**config.mk**
```make
export PLATFORM = sky130hd
export DESIGN_NAME = flash_seq_engine
export DESIGN_NICKNAME = d
export VERILOG_FILES = /design/src/rtl/fse_pkg.sv /design/src/rtl/fse_table.sv /design/src/rtl/fse_fifo.sv /design/src/rtl/fse_lane_shift.sv /design/src/rtl/flash_seq_engine.sv
export SDC_FILE = /design/constraint.sdc
export NUM_CORES = 2
export LEC_CHECK = 0
export BUFFER_PORTS_ARGS = -buffer_cell sky130_fd_sc_hd__buf_4
export CAP_MARGIN = 20
export CORE_ASPECT_RATIO = 0.9
export CORE_MARGIN = 2
export CORE_UTILIZATION = 25
export CTS_BUF_LIST = sky130_fd_sc_hd__clkbuf_2
export CTS_CLUSTER_DIAMETER = 100
export DETAILED_ROUTE_END_ITERATION = 7
export GPL_TIMING_DRIVEN = 1
export PLACE_DENSITY = 0.42
export RECOVER_POWER = 100
export SLEW_MARGIN = 20
export SYNTH_ARGS = -nofsm -noshare
export SYNTH_HDL_FRONTEND = slang
export SYNTH_SLANG_ARGS = --single-unit
```
**constraint.sdc**
```tcl
create_clock -name clk -period 4.1 [get_ports clk]
set_input_delay 0.615 -clock clk [delete_from_list [all_inputs] [get_ports clk]]
set_output_delay 0.615 -clock clk [all_outputs]
set_load 0.01 [all_outputs]
```
**src/rtl/fse_pkg.sv**
```systemverilog
package fse_pkg;
  localparam logic [5:0] OP_STOP  = 6'd0;
  localparam logic [5:0] OP_CMD   = 6'd1;
  localparam logic [5:0] OP_ADDR  = 6'd2;
  localparam logic [5:0] OP_DUMMY = 6'd3;
  localparam logic [5:0] OP_MODE  = 6'd4;
  localparam logic [5:0] OP_READ  = 6'd7;
  localparam logic [5:0] OP_WRITE = 6'd8;

  localparam int INSTR_PER_SEQ = 8;
  localparam int MAX_DUMMY     = 64;

  typedef enum logic [1:0] {K_IDLE, K_TX, K_RX} unit_kind_t;

  typedef enum logic [2:0] {
    S_IDLE, S_FETCH, S_DECODE, S_UNIT, S_RD, S_WR, S_END
  } seq_state_t;

  typedef struct packed {
    logic [5:0] op;
    logic [1:0] pad;
    logic [7:0] opr;
  } instr_t;
endpackage

```
**src/rtl/fse_table.sv**
```systemverilog
module fse_table #(
  parameter int AW = 6
) (
  input  logic          clk,
  input  logic          we,
  input  logic [AW-1:0] waddr,
  input  logic [31:0]   wdata,
  input  logic          re,
  input  logic [AW-1:0] raddr,
  output logic [31:0]   rdata
);
  localparam int WORDS = 1 << AW;
  logic [31:0] mem [WORDS];

  always_ff @(posedge clk) begin
    if (we) mem[waddr] <= wdata;
  end

  always_ff @(posedge clk) begin
    if (re) rdata <= mem[raddr];
  end
endmodule

```
**src/rtl/fse_fifo.sv**
```systemverilog
module fse_fifo #(
  parameter int DEPTH = 16,
  parameter int W     = 8
) (
  input  logic         clk,
  input  logic         rst,
  input  logic         push,
  input  logic [W-1:0] din,
  input  logic         pop,
  output logic [W-1:0] dout,
  output logic         full,
  output logic         empty
);
  localparam int AW = $clog2(DEPTH);
  logic [W-1:0] mem [DEPTH];
  logic [AW-1:0] wp, rp;
  logic [AW:0]   cnt;
  logic do_push, do_pop;

  assign full    = (cnt == (AW+1)'(DEPTH));
  assign empty   = (cnt == '0);
  assign do_push = push && !full;
  assign do_pop  = pop && !empty;
  assign dout    = mem[rp];

  always_ff @(posedge clk) begin
    if (do_push) mem[wp] <= din;
  end

  always_ff @(posedge clk) begin
    if (rst) begin
      wp  <= '0;
      rp  <= '0;
      cnt <= '0;
    end else begin
      if (do_push) wp <= (wp == AW'(DEPTH-1)) ? '0 : wp + 1'b1;
      if (do_pop)  rp <= (rp == AW'(DEPTH-1)) ? '0 : rp + 1'b1;
      case ({do_push, do_pop})
        2'b10:   cnt <= cnt + 1'b1;
        2'b01:   cnt <= cnt - 1'b1;
        default: cnt <= cnt;
      endcase
    end
  end
endmodule

```
**src/rtl/fse_lane_shift.sv**
```systemverilog
module fse_lane_shift
  import fse_pkg::*;
#(
  parameter int BEAT_W = 7
) (
  input  logic              clk,
  input  logic              rst,
  input  logic              ld,
  input  unit_kind_t        ld_kind,
  input  logic [1:0]        ld_lanes,
  input  logic [7:0]        ld_byte,
  input  logic [BEAT_W-1:0] ld_beats,
  input  logic [3:0]        io_in,
  output logic              busy,
  output logic              sck_en,
  output logic [3:0]        io_out,
  output logic [3:0]        io_oe,
  output logic              rx_valid,
  output logic [7:0]        rx_byte
);
  unit_kind_t        kind;
  logic [1:0]        lanes;
  logic [7:0]        sh, in_sh, in_nxt;
  logic [BEAT_W-1:0] cnt, beats_calc;
  logic              last_q;
  logic [3:0]        chunk, oe_pat;

  assign busy = (cnt != '0) || sck_en;

  always_comb begin
    unique case (ld_lanes)
      2'd0:    beats_calc = BEAT_W'(8);
      2'd1:    beats_calc = BEAT_W'(4);
      default: beats_calc = BEAT_W'(2);
    endcase
    if (ld_kind == K_IDLE) beats_calc = ld_beats;
  end

  always_comb begin
    unique case (lanes)
      2'd0:    begin chunk = {3'b000, sh[7]};  oe_pat = 4'b0001; end
      2'd1:    begin chunk = {2'b00, sh[7:6]}; oe_pat = 4'b0011; end
      default: begin chunk = sh[7:4];          oe_pat = 4'b1111; end
    endcase
    if (kind != K_TX) begin
      chunk  = 4'b0000;
      oe_pat = 4'b0000;
    end
  end

  always_comb begin
    unique case (lanes)
      2'd0:    in_nxt = {in_sh[6:0], io_in[1]};
      2'd1:    in_nxt = {in_sh[5:0], io_in[1:0]};
      default: in_nxt = {in_sh[3:0], io_in[3:0]};
    endcase
  end

  always_ff @(posedge clk) begin
    if (rst) begin
      kind     <= K_IDLE;
      lanes    <= 2'd0;
      sh       <= '0;
      in_sh    <= '0;
      cnt      <= '0;
      last_q   <= 1'b0;
      sck_en   <= 1'b0;
      io_out   <= '0;
      io_oe    <= '0;
      rx_valid <= 1'b0;
      rx_byte  <= '0;
    end else begin
      rx_valid <= 1'b0;
      if (sck_en && kind == K_RX) begin
        in_sh <= in_nxt;
        if (last_q) begin
          rx_valid <= 1'b1;
          rx_byte  <= in_nxt;
        end
      end
      if (ld) begin
        kind   <= ld_kind;
        lanes  <= ld_lanes;
        sh     <= ld_byte;
        cnt    <= beats_calc;
        sck_en <= 1'b0;
        last_q <= 1'b0;
        io_out <= '0;
        io_oe  <= '0;
      end else if (cnt != '0) begin
        sck_en <= 1'b1;
        io_out <= chunk;
        io_oe  <= oe_pat;
        unique case (lanes)
          2'd0:    sh <= {sh[6:0], 1'b0};
          2'd1:    sh <= {sh[5:0], 2'b00};
          default: sh <= {sh[3:0], 4'b0000};
        endcase
        cnt    <= cnt - 1'b1;
        last_q <= (cnt == BEAT_W'(1));
      end else begin
        sck_en <= 1'b0;
        io_out <= '0;
        io_oe  <= '0;
        last_q <= 1'b0;
      end
    end
  end
endmodule

```
**src/rtl/flash_seq_engine.sv**
```systemverilog
module flash_seq_engine
  import fse_pkg::*;
#(
  parameter int IDX_W      = 4,
  parameter int CNT_W      = 8,
  parameter int FIFO_DEPTH = 16
) (
  input  logic             clk,
  input  logic             rst,
  input  logic             tbl_we,
  input  logic [IDX_W+1:0] tbl_waddr,
  input  logic [31:0]      tbl_wdata,
  input  logic             cmd_we,
  input  logic [31:0]      cmd_wdata,
  output logic             busy,
  input  logic             flag_we,
  input  logic             flag_wbit,
  input  logic             irq_en,
  output logic             done,
  output logic             irq,
  input  logic             tx_push,
  input  logic [7:0]       tx_data,
  output logic             tx_full,
  input  logic             rx_pop,
  output logic [7:0]       rx_data,
  output logic             rx_empty,
  output logic             cs_n,
  output logic             sck_en,
  output logic [3:0]       io_out,
  output logic [3:0]       io_oe,
  input  logic [3:0]       io_in
);
  localparam int TAW    = IDX_W + 2;
  localparam int IP_W   = $clog2(INSTR_PER_SEQ);
  localparam int BEAT_W = $clog2(MAX_DUMMY) + 1;

  seq_state_t       state;
  logic [IDX_W-1:0] seq_q;
  logic [CNT_W-1:0] cnt_q, rem_q;
  logic [IP_W-1:0]  ip_q;
  logic [1:0]       lanes_q;
  logic [31:0]      tbl_rdata;
  instr_t           ins;
  logic [1:0]       ins_lanes;

  logic              ld;
  unit_kind_t        ld_kind;
  logic [1:0]        ld_lanes;
  logic [7:0]        ld_byte;
  logic [BEAT_W-1:0] ld_beats;
  logic              sh_busy, rx_valid;
  logic [7:0]        rx_byte;
  logic              tx_pop, tx_empty;
  logic [7:0]        tx_dout;
  logic              advance, start;

  fse_table #(.AW(TAW)) u_table (
    .clk(clk), .we(tbl_we), .waddr(tbl_waddr), .wdata(tbl_wdata),
    .re(state == S_FETCH), .raddr({seq_q, ip_q[IP_W-1:1]}),
    .rdata(tbl_rdata)
  );

  fse_fifo #(.DEPTH(FIFO_DEPTH), .W(8)) u_txq (
    .clk(clk), .rst(rst), .push(tx_push), .din(tx_data), .pop(tx_pop),
    .dout(tx_dout), .full(tx_full), .empty(tx_empty)
  );

  fse_fifo #(.DEPTH(FIFO_DEPTH), .W(8)) u_rxq (
    .clk(clk), .rst(rst), .push(rx_valid), .din(rx_byte), .pop(rx_pop),
    .dout(rx_data), .full(), .empty(rx_empty)
  );

  fse_lane_shift #(.BEAT_W(BEAT_W)) u_shift (
    .clk(clk), .rst(rst), .ld(ld), .ld_kind(ld_kind), .ld_lanes(ld_lanes),
    .ld_byte(ld_byte), .ld_beats(ld_beats), .io_in(io_in), .busy(sh_busy),
    .sck_en(sck_en), .io_out(io_out), .io_oe(io_oe), .rx_valid(rx_valid),
    .rx_byte(rx_byte)
  );

  assign ins       = ip_q[0] ? instr_t'(tbl_rdata[31:16]) : instr_t'(tbl_rdata[15:0]);
  assign ins_lanes = (ins.pad == 2'd3) ? 2'd2 : ins.pad;
  assign start     = (state == S_IDLE) && cmd_we;
  assign busy      = (state != S_IDLE);
  assign irq       = done && irq_en;

  always_comb begin
    ld       = 1'b0;
    ld_kind  = K_IDLE;
    ld_lanes = lanes_q;
    ld_byte  = 8'h00;
    ld_beats = '0;
    tx_pop   = 1'b0;
    advance  = 1'b0;
    unique case (state)
      S_DECODE: begin
        ld_lanes = ins_lanes;
        ld_byte  = ins.opr;
        unique case (ins.op)
          OP_CMD, OP_ADDR, OP_MODE: begin
            ld      = 1'b1;
            ld_kind = K_TX;
          end
          OP_DUMMY: begin
            ld       = (ins.opr != 8'd0);
            ld_kind  = K_IDLE;
            ld_beats = (ins.opr > 8'(MAX_DUMMY)) ? BEAT_W'(MAX_DUMMY)
                                                  : BEAT_W'(ins.opr);
          end
          default: ;
        endcase
      end
      S_UNIT: advance = !sh_busy;
      S_RD: begin
        if (!sh_busy) begin
          if (rem_q == '0) advance = 1'b1;
          else begin
            ld      = 1'b1;
            ld_kind = K_RX;
          end
        end
      end
      S_WR: begin
        if (!sh_busy) begin
          if (rem_q == '0) advance = 1'b1;
          else if (!tx_empty) begin
            ld      = 1'b1;
            ld_kind = K_TX;
            ld_byte = tx_dout;
            tx_pop  = 1'b1;
          end
        end
      end
      default: ;
    endcase
  end

  always_ff @(posedge clk) begin
    if (rst) begin
      state   <= S_IDLE;
      seq_q   <= '0;
      cnt_q   <= '0;
      rem_q   <= '0;
      ip_q    <= '0;
      lanes_q <= 2'd0;
      cs_n    <= 1'b1;
      done    <= 1'b0;
    end else begin
      if (flag_we && flag_wbit) done <= 1'b0;
      unique case (state)
        S_IDLE: begin
          if (start) begin
            seq_q <= cmd_wdata[24 +: IDX_W];
            cnt_q <= cmd_wdata[CNT_W-1:0];
            ip_q  <= '0;
            cs_n  <= 1'b0;
            state <= S_FETCH;
          end
        end
        S_FETCH: state <= S_DECODE;
        S_DECODE: begin
          lanes_q <= ins_lanes;
          rem_q   <= cnt_q;
          unique case (ins.op)
            OP_CMD, OP_ADDR, OP_MODE, OP_DUMMY: state <= S_UNIT;
            OP_READ:  state <= S_RD;
            OP_WRITE: state <= S_WR;
            default:  state <= S_END;
          endcase
        end
        S_UNIT, S_RD, S_WR: begin
          if (ld && state != S_UNIT) rem_q <= rem_q - 1'b1;
          if (advance) begin
            if (ip_q == IP_W'(INSTR_PER_SEQ-1)) state <= S_END;
            else begin
              ip_q  <= ip_q + 1'b1;
              state <= S_FETCH;
            end
          end
        end
        S_END: begin
          cs_n  <= 1'b1;
          done  <= 1'b1;
          state <= S_IDLE;
        end
        default: state <= S_IDLE;
      endcase
    end
  end
endmodule

```
==> results.txt <==
The flow ran to the end, but the final reports show violations. The checks that failed: capacitance limit, slew limit, setup timing. For this run, the number of Yosys warnings is 0. Across the VDD grid, the largest voltage drop is 0.000233 V. For this run, design rule violations remaining after detail routing come to 0.

Yosys instantiated no cell more often than sky130_fd_sc_hd__edfxtp_1. The last weighted congestion value of the routability-driven placer came out at 0.740. The synthesized netlist net count is 4300.

In this run the clock root is driven by a sky130_fd_sc_hd__clkbuf_2. Dividing total power by cell area gives a power density of 450 nW/um^2. The count of buffers added on input and output ports is 93. The latest clock arrival within the worst-skew pair came out at 1.81 ns. For this configuration, the core starts out at a cell density of 25.2%. The synthesized netlist devotes 1.51% of its cell area to compound gates. The iteration count of the initial detailed-routing pass came out at 6. The register clock-pin slew on the reported worst setup and hold paths is 0.12 ns.

The count of pins over their slew limit came out at 3918. The final layout net count is 5179. The setup total negative slack came out at -0.820 ns.

Including well taps, the total number of placed cells is 9179. The tool flagged a number of max-cap violations equal to 108. From synthesis to final layout, the design area changed by 15.9%. The average via count per standard cell is 4.52. The number of different library cells in the post-synthesis netlist is 68. The cell count after synthesis is 4184. The y dimension of the die came out at 586 microns.

Across all setup checks in the final design, the least slack found is -0.0719 ns. The number of synthesized flops with an enable pin came out at 2336. The most used flip-flop cell after synthesis is sky130_fd_sc_hd__edfxtp_1.

The count of final setup violators is 16. The slew at the pin with the worst max-slew slack came out at 3.64 ns. For this design the top-level I/O count stands at 114.

The tightest slew margin relative to the limit is -143%. The CTS sink count came out at 2444. The longest clock path from root to sink contains 4 buffers.

The largest total area in the synthesized netlist belongs to sky130_fd_sc_hd__edfxtp_1. The shortest period the worst path allows is 4.17 ns. Global routing finished with a remaining overflow of 0.

The post-route worst hold slack came out at 0.346 ns. The number of non-filler instances in the completed layout came out at 10447. The largest net degree at the start of global routing is 83. The simple-gate area share of the yosys netlist came out at 2.12%. The endpoint arrival time on the critical path is 3.56 ns.

The fraction of layout cells with a size suffix above 1 came out at 35.5%. The overall routed net length came out at 278000 microns. The synthesized area per cell came out at 22.5 sq um.

After synthesis, the largest family of logic cells by area is multiplexers. The post-synthesis share of cell area spent on xor and xnor gates is 0.195%. The core area came out at 374000 sq um. The remaining number of nets flagged by the antenna check after routing came out at 0. The via count of the routed design came out at 47204. Summing all placed instances gives a cell area of 103000 sq um.

Clock skew on the completed layout was measured at 0.203 ns. The share of the cycle needed by the critical path after routing is 102%. Ranked by total cell area, the synthesized netlist is headed by sky130_fd_sc_hd__edfxtp_1 74%, sky130_fd_sc_hd__mux4_2 17%, sky130_fd_sc_hd__dfxtp_1 2.3%, sky130_fd_sc_hd__nor2_1 0.65%, sky130_fd_sc_hd__mux2i_1 0.61%. The async set or reset register ratio after synthesis came out at 0%. In this run the core area contains 213 standard-cell rows.

The x dimension of the die came out at 651 microns. The share of synthesized area occupied by flip-flops and latches came out at 76.8%. The layout filler cell count came out at 37059. The final HPWL from detailed placement is 149000 microns. The area share of the largest cell type after synthesis is 74.5%. The adder and majority gate portion of the synthesized area came out at 0.340%. The number of hold violations in the final report came out at 0. By count the netlist is led by 2336 x sky130_fd_sc_hd__edfxtp_1, 716 x sky130_fd_sc_hd__mux4_2, 162 x sky130_fd_sc_hd__nor2_1. Summed over all cells, the static leakage comes to 33.2 nW. The initial antenna violation count came out at 29. Across every metal layer, demand over resource in global routing totals 14.3%. The worst setup path is launched from a register. Along the worst path, the maximum fanout reaches 7. The post-synthesis sequential element count is 2444. TritonCTS built the clock tree. The mux contribution to synthesized area is 17.9%. The worst setup path is of the register to primary output kind.

The H-tree was split into 6 levels. The worst hold-check path type is input pin to register. Dividing the detail-routed wire length by the instance count gives 26.6 microns.

Overall power consumption after layout is estimated at 49.1 mW. Derived from the worst setup path, the maximum achievable clock frequency is 240 MHz. The summed instance area of the synthesized netlist is 94200 sq um. The required time of the critical path is 3.48 ns. The first global-routing pass estimated 385000 microns of wire. The number of clock buffers added by TritonCTS is 625. The via count of the first global-routing pass is 50096.

The detailed router's first-iteration violation count came out at 4413. Setup repair after global routing could not meet its margin everywhere. The worst setup path is captured at a primary output. The full die area is 382000 sq um. The finished cells cover 109000 sq um.
[cell usage in the layout, fill, tap and decap left out, drive strengths merged, types with 9 or more instances in the layout]
cell type,Yosys,final
nor2b,18,18
buf,100,130
mux2i,57,57
mux4,716,716
diode,0,16
dlygate4sd3,0,164
a22oi,48,48
nor2,162,162
clkinv,0,102
dfxtp,108,108
nand2b,17,17
clkbuf,130,1103
bufinv,0,14
nand3,11,11
or3,9,9
inv,23,34
a21oi,63,63
nand2,135,135
edfxtp,2336,2336
mux2,18,18
o21ai,46,46
a211oi,19,19
ha,24,24
nor3,35,35
xor2,14,14
[flip-flops by register name, indices dropped and copies added, names as in the netlist, 5 cells and up, named ones only]
register / flops
u_table.mem: 2048
u_rxq.mem: 128
u_txq.mem: 128
u_table.rdata: 32
cnt_q: 8
rem_q: 8
u_shift.rx_byte: 8
u_shift.sh: 8
u_shift.cnt: 7
u_shift.in_sh: 7
u_rxq.cnt: 5
u_txq.cnt: 5
[worst max-delay path, stage by stage (launching register included)]
cell and delay [ns]:
sky130_fd_sc_hd__dfxtp_4 0.48, sky130_fd_sc_hd__buf_8 0.18, sky130_fd_sc_hd__mux4_2 0.57, sky130_fd_sc_hd__mux4_2 0.48, sky130_fd_sc_hd__buf_4 0.16
[metrics by stage]
step	worst slack, ns	util (%)
finish	-0.0719	29.1
global placement	0.608	27.5
detailed placement	0.726	27.5
global route	-0.354	29.1
CTS	-0.437	29.6
floorplan	0.148	-
[layer usage]
metal	vias up	global-route usage [%]	wire (microns)
li1	19809	-	-
met1	25529	20.0	126000
met2	1446	22.7	130000
met3	410	2.85	16000
met4	10	3.68	5470
met5	-	0	63
[area by class of cell]
cell class / instances / area (sq um) / area share, %
diodes: 16 / 40.0 / 0.0367
clock buffers: 915 / 4580 / 4.20
clock inverters: 135 / 950 / 0.870
inverters: 23 / 86.3 / 0.0791
multi-input cells: 1487 / 21100 / 19.3
flip-flops and latches: 2444 / 72300 / 66.3
well taps: 4945 / 6190 / 5.67
repair buffers: 482 / 3860 / 3.54
[logic make-up after synthesis]
| group | after synthesis |
|---|---|
| buffers and inverters | 253 |
| muxes | 791 |
| AOI/OAI and AO/OA | 217 |
| and+or+nand+nor | 433 |
| xor gates and xnor gates | 21 |
| adders and majority gates | 25 |
| DFF | 2444 |
[path summary, 6_finish.rpt]
check	startpoint	to	slack, ns	cells after the start
worst min register to register	rem_q[1]$_SDFFE_PP0P_	rem_q[1]$_SDFFE_PP0P_	0.49	2
worst min-delay path	tbl_waddr[4]	u_table.mem[27][26]$_DFFE_PP_	0.35	4
worst max register to register	ip_q[0]$_SDFFE_PP0P_	u_shift.io_out[2]$_SDFF_PP0_	0.05	7
worst max-delay path	register	rx_data[5]	-0.07	4
[where the power goes]
part	leakage (nW)	switching, mW	internal [mW]
Clock	4.24	10.1	6.77
Combinational	7.00	2.71	1.38
Sequential	21.9	0.411	27.8
[what timing repair did]
action | 4_1_cts | 5_1_grt
setup buffers | 3 | 2
hold buffers | 197 | 0
endpoints found under the setup margin | 8 | 8
gates resized for setup | 17 | 0
hold endpoints to repair | 3968 | 0
Power figures use the tool's default switching activity.
